[config.mk]
export PLATFORM = sky130hd
export DESIGN_NAME = ivec_dispatch
export DESIGN_NICKNAME = d
export VERILOG_FILES = /design/src/rtl/ivec_pkg.sv /design/src/rtl/ivec_legacy_remap.sv /design/src/rtl/ivec_edge_pick.sv /design/src/rtl/ivec_hold_core.sv /design/src/rtl/ivec_dispatch.sv
export SDC_FILE = /design/constraint.sdc
export NUM_CORES = 1
export LEC_CHECK = 0
export ABC_AREA = 1
export BUFFER_PORTS_ARGS = -buffer_cell sky130_fd_sc_hd__buf_2
export CORE_MARGIN = 5
export CORE_UTILIZATION = 50
export DETAILED_ROUTE_END_ITERATION = 12
export PLACE_DENSITY = 0.89
export RECOVER_POWER = 100
export SYNTH_ARGS = -nofsm -noshare
export SYNTH_HDL_FRONTEND = slang
export SYNTH_HIERARCHICAL = 1
export SYNTH_SLANG_ARGS = --single-unit
[constraint.sdc]
create_clock -name clk -period 6.7 [get_ports clk]
set_clock_uncertainty 0.15 [all_clocks]
set_input_delay 0.67 -clock clk [delete_from_list [all_inputs] [get_ports clk]]
set_output_delay 0.67 -clock clk [all_outputs]
set_load 0.02 [all_outputs]
[src/rtl/ivec_pkg.sv]
package ivec_pkg;

    localparam int WORD_W      = 64;
    localparam int STAT_W      = 8;
    localparam int BUSY_BIT    = 5;
    localparam int TRAP_W      = 9;
    localparam int SRC_FIELD_W = 6;
    localparam int TAG_LSB     = 6;
    localparam int LEG_N       = 16;

    localparam logic [TRAP_W-1:0] VEC_TRAP  = 9'h060;
    localparam logic [4:0]        FIELD_TAG = 5'h1F;

    typedef enum logic {
        HOLD_IDLE = 1'b0,
        HOLD_BUSY = 1'b1
    } hold_state_e;

    typedef struct packed {
        logic [WORD_W-1:0] w2;
        logic [WORD_W-1:0] w1;
        logic [WORD_W-1:0] w0;
    } ivec_words_t;

    // Destination vector for a legacy line, or -1 when the line is dropped.
    function automatic int legacy_dest(input int line);
        case (line)
            1:       return 'h29;
            4:       return 'h2B;
            6:       return 'h27;
            7:       return 'h22;
            12:      return 'h2A;
            default: return -1;
        endcase
    endfunction

    function automatic logic [WORD_W-1:0] make_word0(input logic [SRC_FIELD_W-1:0] s);
        return (WORD_W'(FIELD_TAG) << TAG_LSB) | WORD_W'(s);
    endfunction

endpackage

[src/rtl/ivec_legacy_remap.sv]
module ivec_legacy_remap
    import ivec_pkg::*;
#(
    parameter int NSRC = 48
) (
    input  logic            clk,
    input  logic            rst,
    input  logic [LEG_N-1:0] legacy_irq,
    output logic [NSRC-1:0] mapped
);

    always_comb begin
        mapped = '0;
        for (int i = 0; i < LEG_N; i++) begin
            if (legacy_dest(i) >= 0 && legacy_dest(i) < NSRC) begin
                mapped[legacy_dest(i)] = mapped[legacy_dest(i)] | legacy_irq[i];
            end
        end
    end

    generate
        if (NSRC > 'h2B) begin : g_chk
            // a keyboard-class line reaches its vector
            a_r6_line1_routed: assert property (@(posedge clk) disable iff (rst)
                legacy_irq[1] |-> mapped['h29]);
            // unmapped lines alone produce no vector
            a_r6_unmapped_dropped: assert property (@(posedge clk) disable iff (rst)
                ((legacy_irq & 16'h10D2) == 16'h0) |-> (mapped == '0));
        end
    endgenerate

endmodule

[src/rtl/ivec_edge_pick.sv]
module ivec_edge_pick
    import ivec_pkg::*;
#(
    parameter int NSRC = 48
) (
    input  logic                   clk,
    input  logic                   rst,
    input  logic [NSRC-1:0]        lvl,
    output logic                   any_rise,
    output logic                   any_fall,
    output logic [SRC_FIELD_W-1:0] pick
);

    logic [NSRC-1:0] prev_q;
    logic [NSRC-1:0] rise;
    logic [NSRC-1:0] fall;

    always_ff @(posedge clk) begin
        if (rst) prev_q <= '0;
        else     prev_q <= lvl;
    end

    assign rise     = lvl & ~prev_q;
    assign fall     = prev_q & ~lvl;
    assign any_rise = |rise;
    assign any_fall = |fall;

    always_comb begin
        pick = '0;
        for (int i = NSRC - 1; i >= 0; i--) begin
            if (rise[i]) pick = SRC_FIELD_W'(i);
        end
    end

    // the chosen source rose and no lower-numbered source rose
    a_r7_lowest_wins: assert property (@(posedge clk) disable iff (rst)
        any_rise |-> (rise[pick] && ((rise & ~({NSRC{1'b1}} << pick)) == '0)));

endmodule

[src/rtl/ivec_hold_core.sv]
module ivec_hold_core
    import ivec_pkg::*;
(
    input  logic                   clk,
    input  logic                   rst,
    input  logic                   any_rise,
    input  logic                   any_fall,
    input  logic [SRC_FIELD_W-1:0] pick,
    input  logic                   busy_clr,
    output logic                   busy,
    output logic                   irq_req,
    output logic [TRAP_W-1:0]      trap_idx,
    output ivec_words_t            words
);

    hold_state_e state_q;
    logic        irq_q;
    logic [TRAP_W-1:0] trap_q;
    ivec_words_t words_q;

    always_ff @(posedge clk) begin
        if (rst) begin
            state_q <= HOLD_IDLE;
            irq_q   <= 1'b0;
            trap_q  <= '0;
            words_q <= '0;
        end else begin
            case (state_q)
                HOLD_IDLE: begin
                    if (any_rise) begin
                        state_q    <= HOLD_BUSY;
                        irq_q      <= 1'b1;
                        trap_q     <= VEC_TRAP;
                        words_q.w0 <= make_word0(pick);
                        words_q.w1 <= '0;
                        words_q.w2 <= '0;
                    end
                end
                HOLD_BUSY: begin
                    if (any_fall || busy_clr) begin
                        state_q <= HOLD_IDLE;
                        irq_q   <= 1'b0;
                    end
                end
                default: state_q <= HOLD_IDLE;
            endcase
        end
    end

    assign busy     = (state_q == HOLD_BUSY);
    assign irq_req  = irq_q;
    assign trap_idx = trap_q;
    assign words    = words_q;

    // reset leaves nothing pending
    a_r1_reset_idle: assert property (@(posedge clk)
        rst |=> (!busy && !irq_req && trap_idx == '0));
    // an edge while idle is taken on the next clock
    a_r2_accept: assert property (@(posedge clk) disable iff (rst)
        (!busy && any_rise) |=> (busy && irq_req && trap_idx == VEC_TRAP));
    // a held vector always carries the tag field and zero side words
    a_r3_word_format: assert property (@(posedge clk) disable iff (rst)
        busy |-> (words.w0[10:6] == 5'h1F && words.w1 == '0 && words.w2 == '0));
    // while held and not released, contents do not move
    a_r4_held_stable: assert property (@(posedge clk) disable iff (rst)
        (busy && !any_fall && !busy_clr) |=> (busy && $stable(words.w0)));
    // a dropping source releases the vector
    a_r5_fall_release: assert property (@(posedge clk) disable iff (rst)
        (busy && any_fall) |=> (!busy && !irq_req));
    // the core handshake releases the vector
    a_r8_clear_release: assert property (@(posedge clk) disable iff (rst)
        (busy && busy_clr) |=> (!busy && !irq_req));

endmodule

[src/rtl/ivec_dispatch.sv]
module ivec_dispatch
    import ivec_pkg::*;
#(
    parameter int NSRC = 48
) (
    input  logic                  clk,
    input  logic                  rst,
    input  logic [NSRC-1:0]       src_lvl,
    input  logic [LEG_N-1:0]      legacy_irq,
    input  logic                  busy_clr,
    output logic [STAT_W-1:0]     status,
    output logic [WORD_W-1:0]     data0,
    output logic [WORD_W-1:0]     data1,
    output logic [WORD_W-1:0]     data2,
    output logic [TRAP_W-1:0]     trap_idx,
    output logic                  irq_req
);

    localparam int SRC_W = (NSRC > 1) ? $clog2(NSRC) : 1;

    initial begin
        if (SRC_W > SRC_FIELD_W) $error("NSRC exceeds the source field width");
    end

    logic [NSRC-1:0]        legacy_vec;
    logic [NSRC-1:0]        all_lvl;
    logic                   any_rise;
    logic                   any_fall;
    logic [SRC_FIELD_W-1:0] pick;
    logic                   busy;
    ivec_words_t            words;

    ivec_legacy_remap #(.NSRC(NSRC)) u_remap (
        .clk        (clk),
        .rst        (rst),
        .legacy_irq (legacy_irq),
        .mapped     (legacy_vec)
    );

    assign all_lvl = src_lvl | legacy_vec;

    ivec_edge_pick #(.NSRC(NSRC)) u_pick (
        .clk      (clk),
        .rst      (rst),
        .lvl      (all_lvl),
        .any_rise (any_rise),
        .any_fall (any_fall),
        .pick     (pick)
    );

    ivec_hold_core u_core (
        .clk      (clk),
        .rst      (rst),
        .any_rise (any_rise),
        .any_fall (any_fall),
        .pick     (pick),
        .busy_clr (busy_clr),
        .busy     (busy),
        .irq_req  (irq_req),
        .trap_idx (trap_idx),
        .words    (words)
    );

    always_comb begin
        status           = '0;
        status[BUSY_BIT] = busy;
    end

    assign data0 = words.w0;
    assign data1 = words.w1;
    assign data2 = words.w2;

    // request and busy flag travel together
    a_r2_req_tracks_busy: assert property (@(posedge clk) disable iff (rst)
        irq_req == status[BUSY_BIT]);

endmodule

==> flow_summary_export.csv <==
group,metric,value,unit
run_status,outcome,"finished with violations",
run_status,failed_checks,"max-capacitance violations, max-slew violations",
setup_path,endpoint_kind,"flip-flop",
setup_path,rrSetupSlack,3.45,ns
cells_and_area,diodes,0,
synthesis,syn-cell-area,5340,um^2
routing,wirelength,8.89,mm
clocking,cts_buffers,9,
cells_and_area,mostFrequentLayoutCells,"conb_1 (238), inv_1 (164), nand2_1 (150)",
synthesis,synth_cell_types,33,
worst_hold_path,hold_path_class,"reg -> reg",
timing,finalSetupViolCount,0,
synthesis,seq_area_frac_synth,21.4,%
run,cap_violations,1,
routing,drt_first_iter_violations,104,
global_routing,grt.overflow.total,0,
clocking,clk_pin_slew,0.06,ns
floorplan,initial_core_util,51.5,%
timing,fmax,290,MHz
setup_path,crit_path_start_kind,"primary input",
synthesis,syn_area_per_cell,6.40,um^2
placement,hpwlAfterDp,7.45,mm
routing,vias_per_cell,3.68,
placement,dp_cells,1019,
placement,portBuffers,70,
setup_path,cp.required,6.82,ns
setup_path,worstPathMaxFanout,2,
routing,wl_per_cell,8.60,um
synthesis,muxShareOfSynthArea,0,%
placement,place_congestion,0.797,
cells_and_area,mostFrequentLayoutCell,"conb_1",
floorplan,die-area,12800,um^2
global_routing,grt_max_degree,51,
synthesis,ys_seq_elements,57,
setup_path,cp_slowest_cell,"a21oi_1",
routing,drc_errors,0,
synthesis,synth_top_family_by_area,"buffers and inverters",
floorplan,fp.coreArea,10400,um^2
timing,rsz0062_at_grt,"no",
timing,timing.final.crit_share,51.5,%
synthesis,synth_fa_ha_area_share,0,%
global_routing,grt_pass1_vias,3250,
timing,setup_ws,3.25,ns
timing,finalHoldViolCount,0,
setup_path,cpMostUsedCell,"nand2_1",
clocking,cts_resized,0,
global_routing,grt_usage,12.7,%
synthesis,synth_compound_area_share,4.03,%
routing,drt_pass1_iterations,4,
routing,vias,3804,
timing,finalSetupTns,0,ns
clocking,cts_tree,"yes",
setup_path,arrival,3.57,ns
floorplan,num_rows,37,
clocking,clock_sinks,57,
cells_and_area,instances_no_fill,1034,
clocking,post-cts-setup-buffers,0,
floorplan,pin_count,277,
synthesis,synth-xor-area-share,0,%
power_and_ir_drop,ir_worst_vdd,0.104,mV
timing,drv_slew,51,
power_and_ir_drop,p_leak,0.00318,uW
setup_path,critPathKind,"in -> reg",
global_routing,grt_antenna_before_repair,0,
synthesis,ys_warn_count,6,
timing,max_slew_margin,-42.4,%
global_routing,grt_pass1_wl,13.4,mm
synthesis,synth-simple-area-share,26.1,%
cells_and_area,final_nets,961,
routing,ant_nets,0,
cells_and_area,syn_to_final_growth,-5.89,%
timing,hold_ws,0.328,ns
timing,layout_min_cycle_time,3.45,ns
power_and_ir_drop,powerDensity,196,nW/um^2
power_and_ir_drop,power,983,uW
cells_and_area,layout-drive-gt1-share,13.8,%
clocking,h-tree-depth,3,
setup_path,cp_slowest_stage_delay,0.13,ns
clocking,postCtsHoldBufs,0,
clocking,root_buffer,"clkbuf_8",
placement,place_ws,3.00,ns
clocking,clock_latency,0.34,ns
synthesis,synthCells,834,
clocking,clock_path_buffers,2,
timing,worst_slew_pin_slew,2.14,ns
floorplan,die_h,113,um
floorplan,die_w,113,um
cells_and_area,fillers,1097,
-- synth_stat cells, drive strengths merged --
| master | count | share of area (%) |
|---|---|---|
| nor4 | 3 | 0.35 |
| a31oi | 3 | 0.35 |
| conb | 3 | 0.21 |
| o21bai | 2 | 0.28 |
| nand4 | 4 | 0.47 |
| nand3 | 2 | 0.19 |
| a221oi | 3 | 0.49 |
| o31ai | 1 | 0.14 |
| nor3 | 1 | 0.094 |
| o21ai | 3 | 0.28 |
| a221o | 3 | 0.56 |
| o22ai | 13 | 1.5 |
| inv | 177 | 12 |
| nor2 | 102 | 7.4 |
| clkinv | 1 | 0.070 |
| nand3b | 6 | 0.84 |
| clkbuf | 5 | 0.35 |
| a21boi | 1 | 0.14 |
| a21oi | 2 | 0.26 |
| buf | 251 | 35 |
| or2 | 19 | 2.6 |
| nand2 | 172 | 14 |
| dfxtp | 57 | 21 |
-- cells by family after synthesis --
group / Yosys count
buf+inv: 434
simple gates: 309
flops: 57
compound gates: 31
other cells: 3
-- area by class of cell --
class / instances / area, um^2 / area share (%)
well taps: 136 / 170 / 3.39
clock buffers: 13 / 179 / 3.56
repair buffers: 70 / 330 / 6.58
flip-flops and latches: 57 / 1140 / 22.7
multi-input cells: 578 / 2500 / 49.8
inverters: 178 / 668 / 13.3
clock inverters: 2 / 35.0 / 0.698
-- power by group --
| part | switching [uW] | internal [uW] |
|---|---|---|
| Combinational | 203 | 69.0 |
| Clock | 128 | 210 |
| Sequential | 9.96 | 362 |
| Total | 342 | 641 |
-- critical path, delay by kind of cell --
| family | cells | cell delay (ns) |
|---|---|---|
| buffers and inverters | 2 | 0.16 |
| AO/OA/AOI/OAI | 1 | 0.13 |
| AND/OR/NAND/NOR | 50 | 2.59 |
-- sequential cells by signal, indices dropped and copies added, names as in the netlist --
register,flops
u_core/busy,1
u_core/irq_req,1
u_core/trap_idx,1
u_core/words,6
u_pick/prev_q,48
-- path summary, 6_finish.rpt --
| check | startpoint | endpoint | cells after the start |
|---|---|---|---|
| setup / recovery | src_lvl[46] | u_core/words[0]$_SDFFE_PP0P_ | 53 |
| hold reg to reg | u_core/words[3]$_SDFFE_PP0P_ | u_core/words[3]$_SDFFE_PP0P_ | 2 |
| setup reg to reg | u_pick/prev_q[46]$_SDFF_PP0_ | u_core/words[0]$_SDFFE_PP0P_ | 51 |
| hold / removal | u_core/words[3]$_SDFFE_PP0P_ | u_core/words[3]$_SDFFE_PP0P_ | 2 |
-- per-layer routing --
layer	part of all wire, %	track usage, %	up-vias
met5	0	0	-
met4	3.2	7.53	0
met3	10	2.67	27
met2	52	24.2	159
met1	35	12.4	1573
li1	-	-	2045
-- through the flow --
step | util (%) | cell area, um^2
4_1_cts | 48.7 | 5050
6_report | 48.4 | 5020
3_3_place_gp | 46.6 | 4830
3_5_place_dp | 46.6 | 4830
2_1_floorplan | - | 6220
5_1_grt | 48.4 | 5020
Power figures use the tool's default switching activity.
